`src/rtl/srm_pkg.sv`:
```
package srm_pkg;

  // High byte seen by software: overflow on top, upper result bits below.
  function automatic logic [7:0] hi_byte(input logic ovf, input logic [15:0] val);
    return {ovf, val[14:8]};
  endfunction

  // A latch event raises the change flag on a new value or an overflow.
  function automatic logic change_hit(input logic [15:0] new_val,
                                      input logic [15:0] old_val,
                                      input logic        new_ovf);
    return (new_val != old_val) || new_ovf;
  endfunction

endpackage

```
`src/rtl/srm_rise.sv`:
```
module srm_rise (
  input  logic clk_i,
  input  logic rst_ni,
  input  logic lvl_i,
  output logic rise_o
);
  logic lvl_q;

  always_ff @(posedge clk_i) begin
    if (!rst_ni) lvl_q <= 1'b0;
    else         lvl_q <= lvl_i;
  end

  assign rise_o = lvl_i & ~lvl_q;
endmodule

```
`src/rtl/srm_timer.sv`:
```
module srm_timer #(
  parameter int DIV   = 6,
  parameter int W     = 14,
  parameter int START = 0
) (
  input  logic         clk_i,
  input  logic         rst_ni,
  input  logic         restart_i,
  output logic [W-1:0] cnt_o,
  output logic         ovf_o
);
  localparam int          PW   = (DIV > 1) ? $clog2(DIV) : 1;
  localparam logic [PW-1:0] PEND = PW'(DIV - 1);
  localparam logic [W-1:0]  CMAX = '1;

  logic [PW-1:0] pre_q;
  logic          tick;

  assign tick = (pre_q == PEND) && !restart_i;

  always_ff @(posedge clk_i) begin
    if (!rst_ni) begin
      pre_q <= '0;
      cnt_o <= '0;
      ovf_o <= 1'b0;
    end else if (restart_i) begin
      pre_q <= '0;
      cnt_o <= W'(START);
      ovf_o <= 1'b0;
    end else begin
      pre_q <= (pre_q == PEND) ? '0 : pre_q + 1'b1;
      if (tick) begin
        if (cnt_o == CMAX) ovf_o <= 1'b1;
        else               cnt_o <= cnt_o + 1'b1;
      end
    end
  end
endmodule

```
`src/rtl/srm_result.sv`:
```
module srm_result #(
  parameter int W = 14
) (
  input  logic         clk_i,
  input  logic         rst_ni,
  input  logic         ld_i,
  input  logic [W-1:0] val_i,
  input  logic         ovf_i,
  input  logic         rd_lo_i,
  input  logic         clr_i,
  output logic [W-1:0] val_o,
  output logic         ovf_o,
  output logic [7:0]   lo_o,
  output logic [7:0]   hi_o,
  output logic         chg_o
);
  import srm_pkg::*;

  logic set_w;

  assign set_w = ld_i && change_hit(16'(val_i), 16'(val_o), ovf_i);

  always_ff @(posedge clk_i) begin
    if (!rst_ni) begin
      val_o <= '0;
      ovf_o <= 1'b0;
      hi_o  <= '0;
      chg_o <= 1'b0;
    end else begin
      if (ld_i) begin
        val_o <= val_i;
        ovf_o <= ovf_i;
      end
      if (rd_lo_i) hi_o <= hi_byte(ovf_o, 16'(val_o));
      if (set_w)       chg_o <= 1'b1;
      else if (clr_i)  chg_o <= 1'b0;
    end
  end

  assign lo_o = val_o[7:0];
endmodule

```
`src/rtl/sync_rate_meter.sv`:
```
module sync_rate_meter #(
  parameter int HDIV   = 6,
  parameter int VDIV   = 192,
  parameter int HLINES = 64,
  parameter int HW     = 14,
  parameter int VW     = 12
) (
  input  logic          clk_i,
  input  logic          rst_ni,
  input  logic          hsync_i,
  input  logic          vsync_sep_i,
  input  logic          vsync_comp_i,
  input  logic          vsrc_sel_i,
  input  logic          vpresent_i,
  input  logic          rd_h_lo_i,
  input  logic          rd_v_lo_i,
  input  logic          clr_h_i,
  input  logic          clr_v_i,
  output logic [HW-1:0] h_count_o,
  output logic          h_ovf_o,
  output logic [VW-1:0] v_count_o,
  output logic          v_ovf_o,
  output logic [7:0]    h_lo_o,
  output logic [7:0]    h_hi_o,
  output logic [7:0]    v_lo_o,
  output logic [7:0]    v_hi_o,
  output logic          h_chg_o,
  output logic          v_chg_o
);
  localparam int LW = (HLINES > 1) ? $clog2(HLINES) : 1;
  localparam logic [LW-1:0] LAST_LINE = LW'(HLINES - 1);

  // named internal events
  logic          h_rise_w, v_rise_w, h_bound_w, h_ld_w, v_ld_w, h_pend_w;
  logic          vsel_w;
  logic [HW-1:0] h_run_w;
  logic [VW-1:0] v_run_w;
  logic          h_run_ovf_w, v_run_ovf_w;

  logic [LW-1:0] line_q;
  logic          h_started_q, v_started_q, pend_q;

  assign vsel_w = vsrc_sel_i ? vsync_comp_i : vsync_sep_i;

  srm_rise u_hrise (.clk_i(clk_i), .rst_ni(rst_ni), .lvl_i(hsync_i), .rise_o(h_rise_w));
  srm_rise u_vrise (.clk_i(clk_i), .rst_ni(rst_ni), .lvl_i(vsel_w),  .rise_o(v_rise_w));

  assign h_bound_w = h_rise_w && (line_q == '0);
  assign h_pend_w  = pend_q;
  assign h_ld_w    = h_bound_w && h_started_q && (!vpresent_i || pend_q);
  assign v_ld_w    = v_rise_w && v_started_q;

  always_ff @(posedge clk_i) begin
    if (!rst_ni) begin
      line_q      <= '0;
      h_started_q <= 1'b0;
      v_started_q <= 1'b0;
      pend_q      <= 1'b0;
    end else begin
      if (h_rise_w) line_q <= (line_q == LAST_LINE) ? '0 : line_q + 1'b1;
      if (h_bound_w) h_started_q <= 1'b1;
      if (v_rise_w)  v_started_q <= 1'b1;
      if (v_rise_w)    pend_q <= 1'b1;
      else if (h_ld_w) pend_q <= 1'b0;
    end
  end

  srm_timer #(.DIV(HDIV), .W(HW), .START(0)) u_htimer (
    .clk_i(clk_i), .rst_ni(rst_ni), .restart_i(h_bound_w),
    .cnt_o(h_run_w), .ovf_o(h_run_ovf_w));

  srm_timer #(.DIV(VDIV), .W(VW), .START(1)) u_vtimer (
    .clk_i(clk_i), .rst_ni(rst_ni), .restart_i(v_rise_w),
    .cnt_o(v_run_w), .ovf_o(v_run_ovf_w));

  srm_result #(.W(HW)) u_hres (
    .clk_i(clk_i), .rst_ni(rst_ni), .ld_i(h_ld_w), .val_i(h_run_w), .ovf_i(h_run_ovf_w),
    .rd_lo_i(rd_h_lo_i), .clr_i(clr_h_i), .val_o(h_count_o), .ovf_o(h_ovf_o),
    .lo_o(h_lo_o), .hi_o(h_hi_o), .chg_o(h_chg_o));

  srm_result #(.W(VW)) u_vres (
    .clk_i(clk_i), .rst_ni(rst_ni), .ld_i(v_ld_w), .val_i(v_run_w), .ovf_i(v_run_ovf_w),
    .rd_lo_i(rd_v_lo_i), .clr_i(clr_v_i), .val_o(v_count_o), .ovf_o(v_ovf_o),
    .lo_o(v_lo_o), .hi_o(v_hi_o), .chg_o(v_chg_o));
endmodule

```
`config.mk`:
```
export PLATFORM = sky130hd
export DESIGN_NAME = sync_rate_meter
export DESIGN_NICKNAME = d
export VERILOG_FILES = /design/src/rtl/srm_pkg.sv /design/src/rtl/srm_rise.sv /design/src/rtl/srm_timer.sv /design/src/rtl/srm_result.sv /design/src/rtl/sync_rate_meter.sv
export SDC_FILE = /design/constraint.sdc
export NUM_CORES = 1
export LEC_CHECK = 0
export BUFFER_PORTS_ARGS = -buffer_cell sky130_fd_sc_hd__buf_4
export CAP_MARGIN = 20
export CORE_ASPECT_RATIO = 2
export CORE_MARGIN = 8
export CORE_UTILIZATION = 30
export DETAILED_ROUTE_END_ITERATION = 10
export SLEW_MARGIN = 20
export SYNTH_ARGS = -nofsm -noshare
export SYNTH_HDL_FRONTEND = slang
export SYNTH_SLANG_ARGS = --single-unit
```
`constraint.sdc`:
```
create_clock -name clk_i -period 2.14 [get_ports clk_i]
set_clock_uncertainty 0.05 [all_clocks]
set_input_delay 0.428 -clock clk_i [delete_from_list [all_inputs] [get_ports clk_i]]
set_output_delay 0.428 -clock clk_i [all_outputs]
set_load 0.02 [all_outputs]
```
==> results.cfg, run 1 <==
[yosys]
synth_area_leaders = dfxtp_1 (42%), mux2i_1 (9.3%), xor2_1 (6.6%)
synth.avg_cell_area_um2 = 9.54
synth_seq_cells = 92
async_flop_share_pct = 0
synth.most_common_cell = dfxtp_1
synth_area_mm2 = 0.00441
yosysSeqAreaShare_pct = 41.8
synth_top_area_share_pct = 41.8
synth_enable_flop_cells = 0
synth_common_cells = dfxtp_1 (92), nor2_1 (47), nor2b_1 (46), mux2i_1 (41), xor2_1 (33)
yosys.cell_types.count = 48
synth_top_cell_by_area = dfxtp_1
ys_warn_count = 0
yosys_most_used_dff = dfxtp_1
syn_inst = 462

[critical_path]
setup.worst_path.start_class = flip-flop
crit_required_ns = 2.32
cpMaxStageDelayCell = and3b_1
crit_fanout = 9
crit_type = reg2reg
worst_path_largest_cell_delay_ns = 0.41
endpoint_kind = flip-flop
crit_chain = ha_1 -> and3_1 -> and3b_1 -> nor2_1 -> xor2_1 -> o21a_1
crit_arrival_ns = 2.00

[clock_tree]
cts_setup_buffers = 0
path_clk_slew_ns = 0.07
insertion_delay_ns = 0.34
clock-sinks = 92
clk_path_buf_depth = 2
post_cts_resized = 0
cts_max_level = 3
cts-root-buf = clkbuf_16
cts_buffers = 9
cts_tree = yes
postCtsHoldBufs = 0

[run]
drv_cap = 0

[timing]
setup_viol = 0
rsz0062_at_grt = false
fin_setup_tns_ns = 0
fin_crit_sh_pct = 85.2
max_freq_mhz = 549
timing_hold_violations_final = 0
setup_slack_ns = 0.317
slew_viol_final = 0
fin_crit_ns = 1.82

[power_and_ir_drop]
pwr-share-comb_pct = 5.2
p_total_mw = 3.58
p_clk_share_pct = 45.9
p_seq_share_pct = 48.9
switching_share_pct = 22.1
powerDensity_mw_per_mm2 = 674
p_leak_nw = 2.25
power.switching_uw = 790
p_int_mw = 2.79
ir_worst_vdd_uv = 296

[finish]
final_area_mm2 = 0.00531
finalNetCount = 529
diodes = 0
area_delta_synth_final_pct = 20.4
n_fill_cell = 1424
drive_gt1_share_pct = 21.7
final_cells = 708

[routing]
dr.pass1.iters = 4
post-route-drc-count = 0
viasPerCell = 4.56
vias = 3228
routedWlPerCell_um = 14.7
drtIter0Drc = 119
drtAntennaViolNets = 0
wl_um = 10400

[placed_design]
place_ws_ns = 0.289
portBuffers = 68
dpl.hpwl_um = 8180
dp_cells = 692
dpl_cell_area_mm2 = 0.00499
gp_congestion = 0.841

[floorplanning]
row_count = 62
die_x_um = 102
die_h_um = 187
ios = 73
die-area_mm2 = 0.0191
core_area_mm2 = 0.0144
start_util_pct = 30.7

[grt]
grt_usage_pct = 11.3
grt_max_degree = 33
grt-ovfl-total = 0
antenna_found_initial = 0
first_global_vias = 3254
grt_first_pass_wirelength_um = 16800

[status]
status = completed

[hold_path]
worst_hold_path_type = in2reg
==> power by group through the flow <==
stage / Clock, mW / Combinational (mW) / Sequential [mW]
detailed placement: 0 / 0.189 / 1.79
global route: 1.75 / 0.205 / 1.75
global placement: 0 / 0.183 / 1.79
finish: 1.64 / 0.185 / 1.75
CTS: 1.68 / 0.189 / 1.75
floorplan: 0 / 0.139 / 1.79
==> state kept, by name, summed over array words and instances, names as in the netlist, 3 cells and up <==
register and flops:
line_q 6, u_hres.hi_o 7, u_hres.val_o 14, u_htimer.cnt_o 14
u_htimer.pre_q 3, u_vres.hi_o 5, u_vres.val_o 12, u_vtimer.cnt_o 12
u_vtimer.pre_q 8
==> layer usage <==
metal | part of all wire, % | wire, µm | track usage, %
met1 | 35 | 3680 | 10.5
met2 | 57 | 5980 | 22.0
met3 | 4.4 | 453 | 2.24
met4 | 2.8 | 296 | 5.43
met5 | 0 | 0 | 0
==> cell families after synthesis <==
kind of cell    count (synthesis)  share of synthesized area (%)
simple gates                  185                           24.3
flops                          92                           41.8
xor+xnor                       59                           11.7
buf+inv                        54                           7.30
mux                            41                           9.31
compound gates                 23                           3.52
fa+ha+maj                       7                           1.99
other cells                     1                         0.0851
==> metrics by stage <==
stage | hold slack, ns | utilization (%)
floorplan | 0.380 | -
global placement | 0.391 | 34.8
detailed placement | 0.399 | 34.8
CTS | 0.222 | 37.0
global route | 0.243 | 37.0
finish | 0.230 | 37.0
==> layout make-up <==
type	instances	area, µm²	share of cell area [%]
multi-input cells	319	2250	42.5
repair buffers	83	636	12.0
clock buffers	11	253	4.76
well taps	192	240	4.53
flip-flops and latches	92	1840	34.7
clock inverters	5	60.1	1.13
inverters	6	22.5	0.424
==> path summary, 6_finish.rpt <==
path / to / cells after the start / slack (ns) / startpoint
hold / removal: u_vres.chg_o / 2 / 0.23 / clr_v_i
hold reg to reg: u_vres.chg_o / 2 / 0.41 / u_vres.chg_o
setup reg to reg: u_vtimer.cnt_o[0] / 6 / 0.32 / u_vtimer.cnt_o[1]
setup / recovery: u_vtimer.cnt_o[0] / 6 / 0.32 / u_vtimer.cnt_o[1]
==> layout by cell type (no fill, tap or decap), drive strengths merged, types with 2 or more instances in the layout <==
| master | netlist | routed |
|---|---|---|
| dfxtp | 92 | 92 |
| buf | 35 | 83 |
| nor2 | 47 | 47 |
| nor2b | 46 | 46 |
| mux2i | 41 | 41 |
| xor2 | 33 | 33 |
| xnor2 | 26 | 26 |
| nand2 | 20 | 20 |
| nand3 | 15 | 15 |
| nor4 | 13 | 13 |
| clkbuf | 13 | 11 |
| nor3 | 9 | 9 |
| nand4 | 9 | 9 |
| ha | 7 | 7 |
| inv | 6 | 6 |
| and2 | 5 | 5 |
| a21oi | 5 | 5 |
| o21ai | 5 | 5 |
| and4 | 4 | 4 |
| o21a | 4 | 4 |
| conb | 1 | 4 |
| nor3b | 4 | 4 |
| nand2b | 3 | 3 |
| a31oi | 3 | 3 |
| and3 | 3 | 3 |
| clkinv | 0 | 3 |
| a211oi | 2 | 2 |
| and3b | 2 | 2 |
==> worst max-delay path, delay by kind of cell (launching register included) <==
kind,cells,cell delay [ns]
AND/OR/NAND/NOR,3,0.70
flip-flops,1,0.40
adder cells (fa/ha/maj),1,0.25
AO/OA/AOI/OAI,1,0.16
XOR/XNOR,1,0.15
No activity file was read; power rests on OpenSTA's default activity.
==> run 2, diff against run 1 <==
==> constraint.sdc (replaced) <==
create_clock -name clk_i -period 2.2 [get_ports clk_i]
set_clock_uncertainty 0.05 [all_clocks]
set_input_delay 0.44 -clock clk_i [delete_from_list [all_inputs] [get_ports clk_i]]
set_output_delay 0.44 -clock clk_i [all_outputs]
set_load 0.02 [all_outputs]
==> results.cfg, run 2 (same netlist as run 1, synthesis figures left out) <==
[status]
status = completed

[grt]
grt_usage_pct = 11.5
grt-ovfl-total = 0
first_global_vias = 3350
antenna_found_initial = 0
grt_max_degree = 32
grt_first_pass_wirelength_um = 17100

[placed_design]
dp_cells = 688
dpl.hpwl_um = 8150
gp_congestion = 0.858
dpl_cell_area_mm2 = 0.00495
portBuffers = 68

[clock_tree]
post_cts_resized = 0
path_clk_slew_ns = 0.06
postCtsHoldBufs = 0
cts_buffers = 9
cts_tree = yes
clk_path_buf_depth = 2
clock-sinks = 92
cts_max_level = 3
cts-root-buf = clkbuf_16
insertion_delay_ns = 0.34
cts_setup_buffers = 0

[finish]
finalNetCount = 525
final_cells = 704
reg_top3 = u_hres.val_o: 14 flops, u_htimer.cnt_o: 14 flops
final_cell_mix = dfxtp_1 (92), buf_4 (79), nor2_1 (47)
diodes = 0
n_fill_cell = 1411
utilization_pct = 36.9
final_area_mm2 = 0.00529
area_delta_synth_final_pct = 20.0
final_common_cell = dfxtp_1
drive_gt1_share_pct = 20.9

[critical_path]
endpoint_kind = flip-flop
r2r-end = u_vtimer.cnt_o[0]
worstReg2RegStart = u_vtimer.cnt_o[1]
crit_arrival_ns = 2.03
worst-r2r-setup-slack_ns = 0.36
crit_chain = ha_1 -> and3_1 -> and3b_1 -> nor2_1 -> xor2_1 -> o21a_1
cp-startpoint = u_vtimer.cnt_o[1]
crit_fanout = 9
rr_worst_depth = 6
crit_end = u_vtimer.cnt_o[0]
crit_type = reg2reg
crit_required_ns = 2.38
setup.worst_path.start_class = flip-flop
worst_path_largest_cell_delay_ns = 0.42
cpMaxStageDelayCell = and3b_1

[hold_path]
worst_hold_path_type = in2reg

[timing]
setup_viol = 0
max_freq_mhz = 542
rsz0062_at_grt = false
slew_viol_final = 0
timing_hold_violations_final = 0
fin_crit_sh_pct = 83.8
fin_setup_tns_ns = 0
fin_crit_ns = 1.84

[power_and_ir_drop]
p_leak_nw = 2.23
p_total_mw = 3.62
powerDensity_mw_per_mm2 = 684
ir_worst_vdd_uv = 280

[routing]
drtAntennaViolNets = 0
routedWlPerCell_um = 15.0
wl_um = 10500
drtIter0Drc = 102
viasPerCell = 4.59
vias = 3231
post-route-drc-count = 0
dr.pass1.iters = 4

[floorplanning]
die_x_um = 102
core_area_mm2 = 0.0144
die_h_um = 187
die-area_mm2 = 0.0191
row_count = 62
ios = 73
start_util_pct = 30.7

[run]
drv_cap = 0
run 2: cell count changes in the layout (fill, tap and decap cells not counted):
cell / previous run / this run
clkinv_4: 2 / 0
clkbuf_1: 0 / 1
buf_12: 1 / 0
clkbuf_8: 2 / 3
clkinv_2: 1 / 0
buf_4: 82 / 79
bufinv_16: 1 / 2
run 2: worst max-delay path: cells and delay by family, from the launching register on:
kind,cells,cell delay [ns]
and+or+nand+nor,3,0.71
DFF,1,0.40
adders and majority gates,1,0.23
AOI/OAI and AO/OA,1,0.18
xor gates and xnor gates,1,0.16
run 2: routing by layer:
layer	vias to the layer above	wire [µm]	GRT usage [%]
met3	22	493	2.76
met2	73	5870	22.0
met1	1524	3800	10.6
met4	0	361	6.12
li1	1612	-	-
met5	-	0	0
run 2: worst min path at each step:
stage / startpoint / endpoint / cells past startpoint
global placement: u_htimer.pre_q[0] / u_htimer.pre_q[0] / 1
detailed placement: u_vtimer.pre_q[0] / u_vtimer.pre_q[0] / 1
CTS: clr_v_i / u_vres.chg_o / 2
global route: clr_v_i / u_vres.chg_o / 2
finish: clr_v_i / u_vres.chg_o / 2
floorplan: u_vtimer.pre_q[0] / u_vtimer.pre_q[0] / 1
run 2: report_power, final:
group,switching [mW],internal (mW)
Combinational,0.0987,0.0780
Sequential,0.0173,1.69
Clock,0.648,1.09
run 2: layout make-up:
cell class	count	area (µm²)	share of cell area, %
multi-input combinational	319	2250	42.6
clock inverter	3	67.6	1.28
timing repair buffer	79	593	11.2
inverter	6	22.5	0.426
sequential	92	1840	34.8
tap	192	240	4.54
clock buffer	13	270	5.11
run 2: through the flow:
stage | setup slack (ns) | hold slack, ns
CTS | 0.341 | 0.234
global route | 0.224 | 0.244
detailed placement | 0.315 | 0.404
finish | 0.356 | 0.236
global placement | 0.326 | 0.392
floorplan | 0.514 | 0.380
